File: src/rtl/scrub_pkg.sv
`timescale 1ns/1ps
package scrub_pkg;

  typedef enum logic [2:0] {
    ST_IDLE,
    ST_RD_REQ,
    ST_RD_WAIT,
    ST_CHECK,
    ST_WB,
    ST_NEXT
  } scrub_state_e;

  typedef enum logic [1:0] {
    ERR_NONE,
    ERR_CE,
    ERR_UE
  } scrub_err_e;

endpackage

File: src/rtl/scrub_addr_ctr.sv
`timescale 1ns/1ps
module scrub_addr_ctr #(
  parameter int unsigned ADDR_W = 6
) (
  input  logic              clk,
  input  logic              rst_n,
  input  logic              clr,
  input  logic              inc,
  output logic [ADDR_W-1:0] addr,
  output logic              last
);
  localparam logic [ADDR_W-1:0] LAST_ADDR = {ADDR_W{1'b1}};

  logic [ADDR_W-1:0] addr_q, addr_d;
  logic              addr_en;

  always_comb begin
    addr_d  = addr_q;
    addr_en = clr | inc;
    if (clr)      addr_d = '0;
    else if (inc) addr_d = addr_q + ADDR_W'(1);
  end

  always_ff @(posedge clk or negedge rst_n) begin
    if (!rst_n)       addr_q <= '0;
    else if (addr_en) addr_q <= addr_d;
  end

  assign addr = addr_q;
  assign last = (addr_q == LAST_ADDR);


  addr_step_chk: assert property (@(posedge clk) disable iff (!rst_n)
    (inc && !clr && !last) |=> (addr == $past(addr) + ADDR_W'(1)));

endmodule

File: src/rtl/scrub_capture.sv
`timescale 1ns/1ps
module scrub_capture
  import scrub_pkg::*;
#(
  parameter int unsigned DATA_W = 32,
  parameter int unsigned SYM_W  = 4
) (
  input  logic              clk,
  input  logic              rst_n,
  input  logic              cap_en,
  input  logic [DATA_W-1:0] rdata,
  input  logic              ce,
  input  logic              ue,
  input  logic [SYM_W-1:0]  sym,
  output logic [DATA_W-1:0] cap_data,
  output scrub_err_e        cap_kind,
  output logic [SYM_W-1:0]  cap_sym
);
  logic [DATA_W-1:0] data_q;
  logic [SYM_W-1:0]  sym_q;
  scrub_err_e        kind_q, kind_d;

  always_comb begin
    if (ue)      kind_d = ERR_UE;
    else if (ce) kind_d = ERR_CE;
    else         kind_d = ERR_NONE;
  end

  always_ff @(posedge clk or negedge rst_n) begin
    if (!rst_n) begin
      data_q <= '0;
      sym_q  <= '0;
      kind_q <= ERR_NONE;
    end else if (cap_en) begin
      data_q <= rdata;
      sym_q  <= sym;
      kind_q <= kind_d;
    end
  end

  assign cap_data = data_q;
  assign cap_kind = kind_q;
  assign cap_sym  = sym_q;


  ue_priority_chk: assert property (@(posedge clk) disable iff (!rst_n)
    (cap_en && ue) |=> (cap_kind == ERR_UE));

endmodule

File: src/rtl/scrub_seq.sv
`timescale 1ns/1ps
module scrub_seq
  import scrub_pkg::*;
(
  input  logic         clk,
  input  logic         rst_n,
  input  logic         tick,
  input  logic         grant,
  input  logic         mem_ack,
  input  logic         mem_rvalid,
  input  logic         last,
  input  scrub_err_e   kind,
  output scrub_state_e state,
  output logic         addr_clr,
  output logic         addr_inc,
  output logic         cap_en,
  output logic         req,
  output logic         we
);
  scrub_state_e state_q, state_d;

  always_comb begin
    state_d  = state_q;
    addr_clr = 1'b0;
    addr_inc = 1'b0;
    cap_en   = 1'b0;
    req      = 1'b0;
    we       = 1'b0;
    case (state_q)
      ST_IDLE: begin
        if (tick) begin
          addr_clr = 1'b1;
          state_d  = ST_RD_REQ;
        end
      end
      ST_RD_REQ: begin
        req = grant;
        if (grant && mem_ack) state_d = ST_RD_WAIT;
      end
      ST_RD_WAIT: begin
        if (mem_rvalid) begin
          cap_en  = 1'b1;
          state_d = ST_CHECK;
        end
      end
      ST_CHECK: begin
        state_d = (kind == ERR_CE) ? ST_WB : ST_NEXT;
      end
      ST_WB: begin
        req = grant;
        we  = 1'b1;
        if (grant && mem_ack) state_d = ST_NEXT;
      end
      ST_NEXT: begin
        if (last) begin
          state_d = ST_IDLE;
        end else begin
          addr_inc = 1'b1;
          state_d  = ST_RD_REQ;
        end
      end
      default: state_d = ST_IDLE;
    endcase
  end

  always_ff @(posedge clk or negedge rst_n) begin
    if (!rst_n) state_q <= ST_IDLE;
    else        state_q <= state_d;
  end

  assign state = state_q;


  req_hold_chk: assert property (@(posedge clk) disable iff (!rst_n)
    (req && !mem_ack) |=> (!grant || req));


  idle_hold_chk: assert property (@(posedge clk) disable iff (!rst_n)
    (state_q == ST_IDLE && !tick) |=> (state_q == ST_IDLE));


  busy_tick_chk: assert property (@(posedge clk) disable iff (!rst_n)
    (state_q != ST_IDLE && tick) |=> !addr_clr);

endmodule

File: src/rtl/scrub_ctrl.sv
`timescale 1ns/1ps
module scrub_ctrl
  import scrub_pkg::*;
#(
  parameter int unsigned ADDR_W = 6,
  parameter int unsigned DATA_W = 32,
  parameter int unsigned SYM_W  = 4
) (
  input  logic              clk,
  input  logic              rst_n,
  input  logic              period_tick,
  input  logic              grant,
  output logic              mem_req,
  output logic              mem_we,
  output logic [ADDR_W-1:0] mem_addr,
  output logic [DATA_W-1:0] mem_wdata,
  input  logic              mem_ack,
  input  logic              mem_rvalid,
  input  logic [DATA_W-1:0] mem_rdata,
  input  logic              ecc_ce,
  input  logic              ecc_ue,
  input  logic [SYM_W-1:0]  ecc_sym,
  output logic              steer_req,
  output logic [SYM_W-1:0]  steer_sym,
  output logic              log_valid,
  output logic [ADDR_W-1:0] log_addr,
  output logic              log_ue,
  output logic [SYM_W-1:0]  log_sym
);
  localparam int unsigned RST_STAGES = 2;

  logic [RST_STAGES-1:0] rst_pipe_q;
  logic                  rst_core_n;

  always_ff @(posedge clk or negedge rst_n) begin
    if (!rst_n) rst_pipe_q <= '0;
    else        rst_pipe_q <= {rst_pipe_q[RST_STAGES-2:0], 1'b1};
  end
  assign rst_core_n = rst_pipe_q[RST_STAGES-1];

  scrub_state_e      state;
  scrub_err_e        cap_kind;
  logic [DATA_W-1:0] cap_data;
  logic [SYM_W-1:0]  cap_sym;
  logic [ADDR_W-1:0] addr;
  logic              last, addr_clr, addr_inc, cap_en, seq_req, seq_we;
  logic              in_check;

  scrub_seq u_seq (
    .clk        (clk),
    .rst_n      (rst_core_n),
    .tick       (period_tick),
    .grant      (grant),
    .mem_ack    (mem_ack),
    .mem_rvalid (mem_rvalid),
    .last       (last),
    .kind       (cap_kind),
    .state      (state),
    .addr_clr   (addr_clr),
    .addr_inc   (addr_inc),
    .cap_en     (cap_en),
    .req        (seq_req),
    .we         (seq_we)
  );

  scrub_addr_ctr #(.ADDR_W(ADDR_W)) u_addr (
    .clk   (clk),
    .rst_n (rst_core_n),
    .clr   (addr_clr),
    .inc   (addr_inc),
    .addr  (addr),
    .last  (last)
  );

  scrub_capture #(.DATA_W(DATA_W), .SYM_W(SYM_W)) u_cap (
    .clk      (clk),
    .rst_n    (rst_core_n),
    .cap_en   (cap_en),
    .rdata    (mem_rdata),
    .ce       (ecc_ce),
    .ue       (ecc_ue),
    .sym      (ecc_sym),
    .cap_data (cap_data),
    .cap_kind (cap_kind),
    .cap_sym  (cap_sym)
  );

  assign in_check  = (state == ST_CHECK);
  assign mem_req   = seq_req;
  assign mem_we    = seq_we;
  assign mem_addr  = addr;
  assign mem_wdata = cap_data;

  assign log_valid = in_check && (cap_kind != ERR_NONE);
  assign log_ue    = (cap_kind == ERR_UE);
  assign log_addr  = addr;
  assign log_sym   = cap_sym;
  assign steer_req = in_check && (cap_kind == ERR_CE);
  assign steer_sym = cap_sym;


  log_pulse_chk: assert property (@(posedge clk) disable iff (!rst_core_n)
    log_valid |=> !log_valid);


  steer_with_log_chk: assert property (@(posedge clk) disable iff (!rst_core_n)
    steer_req |-> (log_valid && !log_ue));


  no_wb_ue_chk: assert property (@(posedge clk) disable iff (!rst_core_n)
    (log_valid && log_ue) |=> !mem_we);


  req_grant_chk: assert property (@(posedge clk) disable iff (!rst_core_n)
    mem_req |-> grant);


  wb_addr_stable_chk: assert property (@(posedge clk) disable iff (!rst_core_n)
    (mem_req && mem_we && !mem_ack) |=> ($stable(mem_addr) && $stable(mem_wdata)));

endmodule

File: config.mk
export PLATFORM = sky130hd
export DESIGN_NAME = scrub_ctrl
export DESIGN_NICKNAME = d
export VERILOG_FILES = /design/src/rtl/scrub_pkg.sv /design/src/rtl/scrub_addr_ctr.sv /design/src/rtl/scrub_capture.sv /design/src/rtl/scrub_seq.sv /design/src/rtl/scrub_ctrl.sv
export SDC_FILE = /design/constraint.sdc
export NUM_CORES = 1
export LEC_CHECK = 0
export CAP_MARGIN = 10
export CORE_UTILIZATION = 25
export CTS_BUF_LIST = sky130_fd_sc_hd__clkbuf_8 sky130_fd_sc_hd__clkbuf_16
export DETAILED_ROUTE_END_ITERATION = 6
export GPL_ROUTABILITY_DRIVEN = 0
export PLACE_DENSITY = 0.65
export SETUP_SLACK_MARGIN = 0.1
export SYNTH_ARGS = -nofsm -noshare
export SYNTH_HDL_FRONTEND = slang
export SYNTH_SLANG_ARGS = --single-unit
File: constraint.sdc
create_clock -name clk -period 2.1 [get_ports clk]
set_clock_uncertainty 0.05 [all_clocks]
set_input_delay 0.42 -clock clk [delete_from_list [all_inputs] [get_ports clk]]
set_output_delay 0.42 -clock clk [all_outputs]
set_load 0.02 [all_outputs]
After elaboration in Yosys (flattened, before gate mapping)
Cells that the tools add are included.

Add/subtract/negate cells: 1. Multipliers: 0. Divide/modulo/power cells: 0. $lt $le $gt $ge: 0. Eq/ne operators: 12. Shift operators: 0. Multiplexer cells: 19. Bitwise gates (word level): 1. Reduce and logical (&&, ||, !) cells: 9.

Operators by type and width (number): $pmux W3 S6 (1); $mux W3 (4); $mux W6 (2); $mux W1 (11); $add A6 B1 Y6 const B (1); $eq A3 B2 Y1 const B (2); $eq A3 B3 Y1 const B (2); $eq A6 B6 Y1 const B (1); $ne A2 B1 Y1 const B (2); $ne A2 B2 Y1 const B (2); $reduce_and A4 Y1 (1); $reduce_bool A2 Y1 (2); $eq A3 B1 Y1 const B (1); $logic_and A1 B1 Y1 (3); $logic_not A3 Y1 (1); $eq A2 B1 Y1 const B (1); $eq A2 B2 Y1 const B (1); $mux W2 (1); $reduce_and A2 Y1 (1); $reduce_or A2 Y1 (1); $or A1 B1 Y1 (1).

Register bits after elaboration: 49. Bits in latches: 0. RAM bits: 0. Memory bits (read-only): 0. Input bits: 44. Output and inout port bits: 57. Word-level logic and storage cells: 48. Memories kept: 0.

Longest topological paths before layout
Depth in word-level cells: 5. Gate-level depth with buffers: 7. Gate-level depth less buffers: 5.

By module
Synthesis repeated with hierarchy kept, for this count alone.

Cells, all modules: 158. Area total of the unflattened synthesis: 2173.3 sq um.

Modules (own cells, without submodules): scrub_capture (times used 1, cells an instance 82, area each 1451.4 sq um, seq. area each 950.9 sq um); scrub_addr_ctr (times used 1, cells an instance 28, area each 281.5 sq um, seq. area each 150.1 sq um); scrub_seq (times used 1, cells an instance 30, area each 265.3 sq um, seq. area each 75.1 sq um); scrub_ctrl (times used 1, cells an instance 18, area each 175.2 sq um, seq. area each 50.0 sq um).

Worst setup path after synthesis
Ideal clock, no wire load.

Path kind: register -> output. Start point: register u_seq.state_q[2] (netlist: u_seq.state[2]). End point: output steer_req. Arrival: 1.344 ns. Data required time: 1.630 ns. Setup slack: 0.286 ns. Cell stages (with the launch flop): 4. Path buffers: 0. Cell sequence: dfrtp_1 > nand2b_1 > or2_2 > nor3_1.

Word-level cells in the longest chain between the ends: 2.

RTL lines: start: declaration (RTL line scrub_seq.sv:20) `scrub_state_e state_q, state_d;`; start signal: assignment (RTL line scrub_seq.sv:68) `else state_q <= state_d;`; $eq A3 B2 Y1 (RTL line scrub_ctrl.sv:88) `assign in_check = (state == ST_CHECK);`; $logic_and A1 B1 Y1 (RTL line scrub_ctrl.sv:98) `assign steer_req = in_check && (cap_kind == ERR_CE);`; end: declaration (RTL line scrub_ctrl.sv:23) `output logic steer_req,`.

Every way passes these cells.

Worst setup path in the final report
Ends and elaborated chain as after synthesis.

==> results.tsv <==
metric	value	unit
most area-consuming cells after synthesis	dfrtp_1 58%, mux2_2 20%, buf_4 3.5%	
Inst Count DP	359	
outcome	finished, final reports clean	
share of Yosys cell area claimed by the top area cell type	0.5795	
Crit Path Category	reg -> out	
Core Area	8217	um2
Yosys reg bits	49	
# setup viols final	0	
starting DRC count in detailed routing	22	
Hold Path Class	in -> async	
CP cell instances	nand2b_1, or2_4, nor3_1, buf_2	
Diodes inserted	0	
largest net degree at the start of global routing	28	
dpl ws	-0.04412	ns
grt total ovfl	0	
Slew Limit Fails	0	
Post-synth EDFFs	0	
Metal-1 WL	2096	um
Layout Cells excl Fill	367	
Crit path max-delay family	simple AND/OR/NAND/NOR gates	
# rows	33	
Final Cycle Share	0.9086	
GRT Util Overall	0.1109	
actual slew at the worst max-slew pin	0.5819	ns
FMAX	524.1	MHz
Vias/cell	4.300	
total length of routed wires	4703	um
initial antenna violation count	0	
syn nets	207	
Post-synth top cells	49 x dfrtp_1, 37 x mux2_2, 11 x nor2_1	
Clock Sinks	49	
CP max FO	3	
final setup margin	0.1920	ns
Pre-antenna DRT Iters	3	
design area	3307	um2
register area share after synthesis	0.5795	
DIE AREA	8835	um2
setup repair after global routing missed its margin	false	
Vias	1578	
Post-Syn Area per Cell	13.06	um2
max_cap viols	0	
CTS Hold Bufs	0	
Area Overhead vs Synth	56.30	%
CTS tree	done	
Filler Cell Count	812	
r2r setup slk	0.42	ns
vias in the first global route	1619	
total negative setup slack	0	ns
top cell type by total area after synthesis	dfrtp_1	
Synth Cell Area	2116	um2
post-layout utilization of the core	0.4025	
layout cells sized above 1	0.2405	
Worst-path clk slew	0.09	ns
Post-DRT Antenna Nets	0	
CP max stage cell	dfrtp_1	
minimum clock period	1.908	ns
cts bufs inserted	5	
Setup Buffers After CTS	0	
LEAKAGE	1.374	nW
critical path arrival	1.44	ns
Crit path buffers/inverters	1	
worst vdd ir	0.0006039	V
Clock Root Buffer	clkbuf_8	
io pins	101	
ys flop type	dfrtp_1	
synth warn	0	
drt wl/cell	12.81	um
global-route wire length before repair	7555	um
post-synthesis async set-or-reset flop share	1.000	
relative slew slack	0.6121	
CTS H-tree lvls	2	
Netlist cell types	30	
PortBufs	100	
Placed Instance Area	3221	um2
Worst-Skew Late Latency	0.29	ns
nets	306	
Longest Clk Path Bufs	2	
final hold vios	0	
top-count cell post-synth	dfrtp_1	
met3 wire length	401	um
CP Launch Type	flop	
uppermost layer routed	met4	
Starting Density	0.2575	
critical path capture point type	primary output	
Die W	94.00	um
Die H	94.00	um
Met2 Routed Length	2181	um
HPWL Detailed	3577	um
max incr delay on CP	0.39	ns
power per cell area	1341	nW/um2
gate count of the mapped netlist	162	
critical path required time	1.63	ns
Remaining DRCs	0	
==> final timing paths <==
check | cells past startpoint | startpoint | end
worst min-delay path | 1 | rst_n | rst_pipe_q[1]
worst max register to register | 5 | u_seq.state[0] | u_cap.cap_data[31]
worst max-delay path | 4 | u_seq.state[2] | steer_req
worst min register to register | 0 | rst_pipe_q[1] | u_cap.cap_data[5]
min in group clk | 0 | rst_pipe_q[0] | rst_pipe_q[1]
max in group asynchronous | 1 | rst_pipe_q[1] | u_addr.addr[2]
==> flip-flops by register name (all words and copies together) (netlist names) <==
register and flops:
u_cap.cap_data 32, u_addr.addr 6, u_cap.cap_sym 4, u_seq.state 3
rst_pipe_q 2, u_cap.cap_kind 2
==> cell type report <==
| class | count | area [um2] | share of cell area |
|---|---|---|---|
| sequential | 49 | 1227 | 0.3712 |
| multi-input combinational | 93 | 762.0 | 0.2304 |
| timing repair buffer | 109 | 1079 | 0.3261 |
| tap | 105 | 131.4 | 0.03973 |
| clock inverter | 2 | 13.76 | 0.004162 |
| inverter | 3 | 11.26 | 0.003405 |
| clock buffer | 6 | 82.58 | 0.02497 |
==> kinds of logic after synthesis <==
group,Yosys count,synth area share
AND/OR/NAND/NOR,36,0.08811
XOR/XNOR,2,0.008281
multiplexers,39,0.2064
adder cells (fa/ha/maj),1,0.005913
other,1,0.001772
AO/OA/AOI/OAI,14,0.04731
flip-flops,49,0.5795
buffers and inverters,20,0.06268
==> per-layer routing <==
metal	up-vias	track usage
met3	2	0.04288
met4	0	0.03077
met1	764	0.1361
li1	747	-
met5	-	0
met2	65	0.1807
==> timing repair <==
action	4_1_cts	5_1_grt
resized for setup	12	7
hold endpoints to repair	0	0
setup endpoints to repair	4	5
==> report_power, final <==
group          internal, W  switching (W)
registers          0.00134       0.000228
clock network     0.000267       0.000301
logic              0.00125        0.00105
==> stage by stage <==
step / hold slack (ns) / power (W)
global route: 0.2184 / 0.004712
finish: 0.2244 / 0.004433
global placement: 0.2550 / 0.003873
detailed placement: 0.2543 / 0.003913
floorplan: 0.07441 / 0.002824
CTS: 0.2135 / 0.004497
==> worst reg2reg max path, cell delays in order, from the launching register on <==
cell	delay (ns)
dfrtp_1	0.39
buf_4	0.16
nor2_1	0.13
and3_4	0.29
buf_12	0.19
mux2_2	0.36
==> layout by cell type (no fill, tap or decap), types with 2 or more instances in the layout <==
cell             instances
a21oi_1                  3
a311oi_1                 2
and3_1                   2
buf_12                   2
buf_4                    8
clkbuf_2                 2
clkbuf_8                 6
clkdlybuf4s50_1         95
dfrtp_1                 48
inv_1                    3
mux2_2                  37
mux2i_1                  2
nand2_1                  4
nand2b_1                 4
nand3_1                  4
nand3b_1                 2
nor2_1                  10
nor2b_1                  3
nor3_1                   3
o21ai_0                  4
xnor2_1                  2
Power figures use the tool's default switching activity.
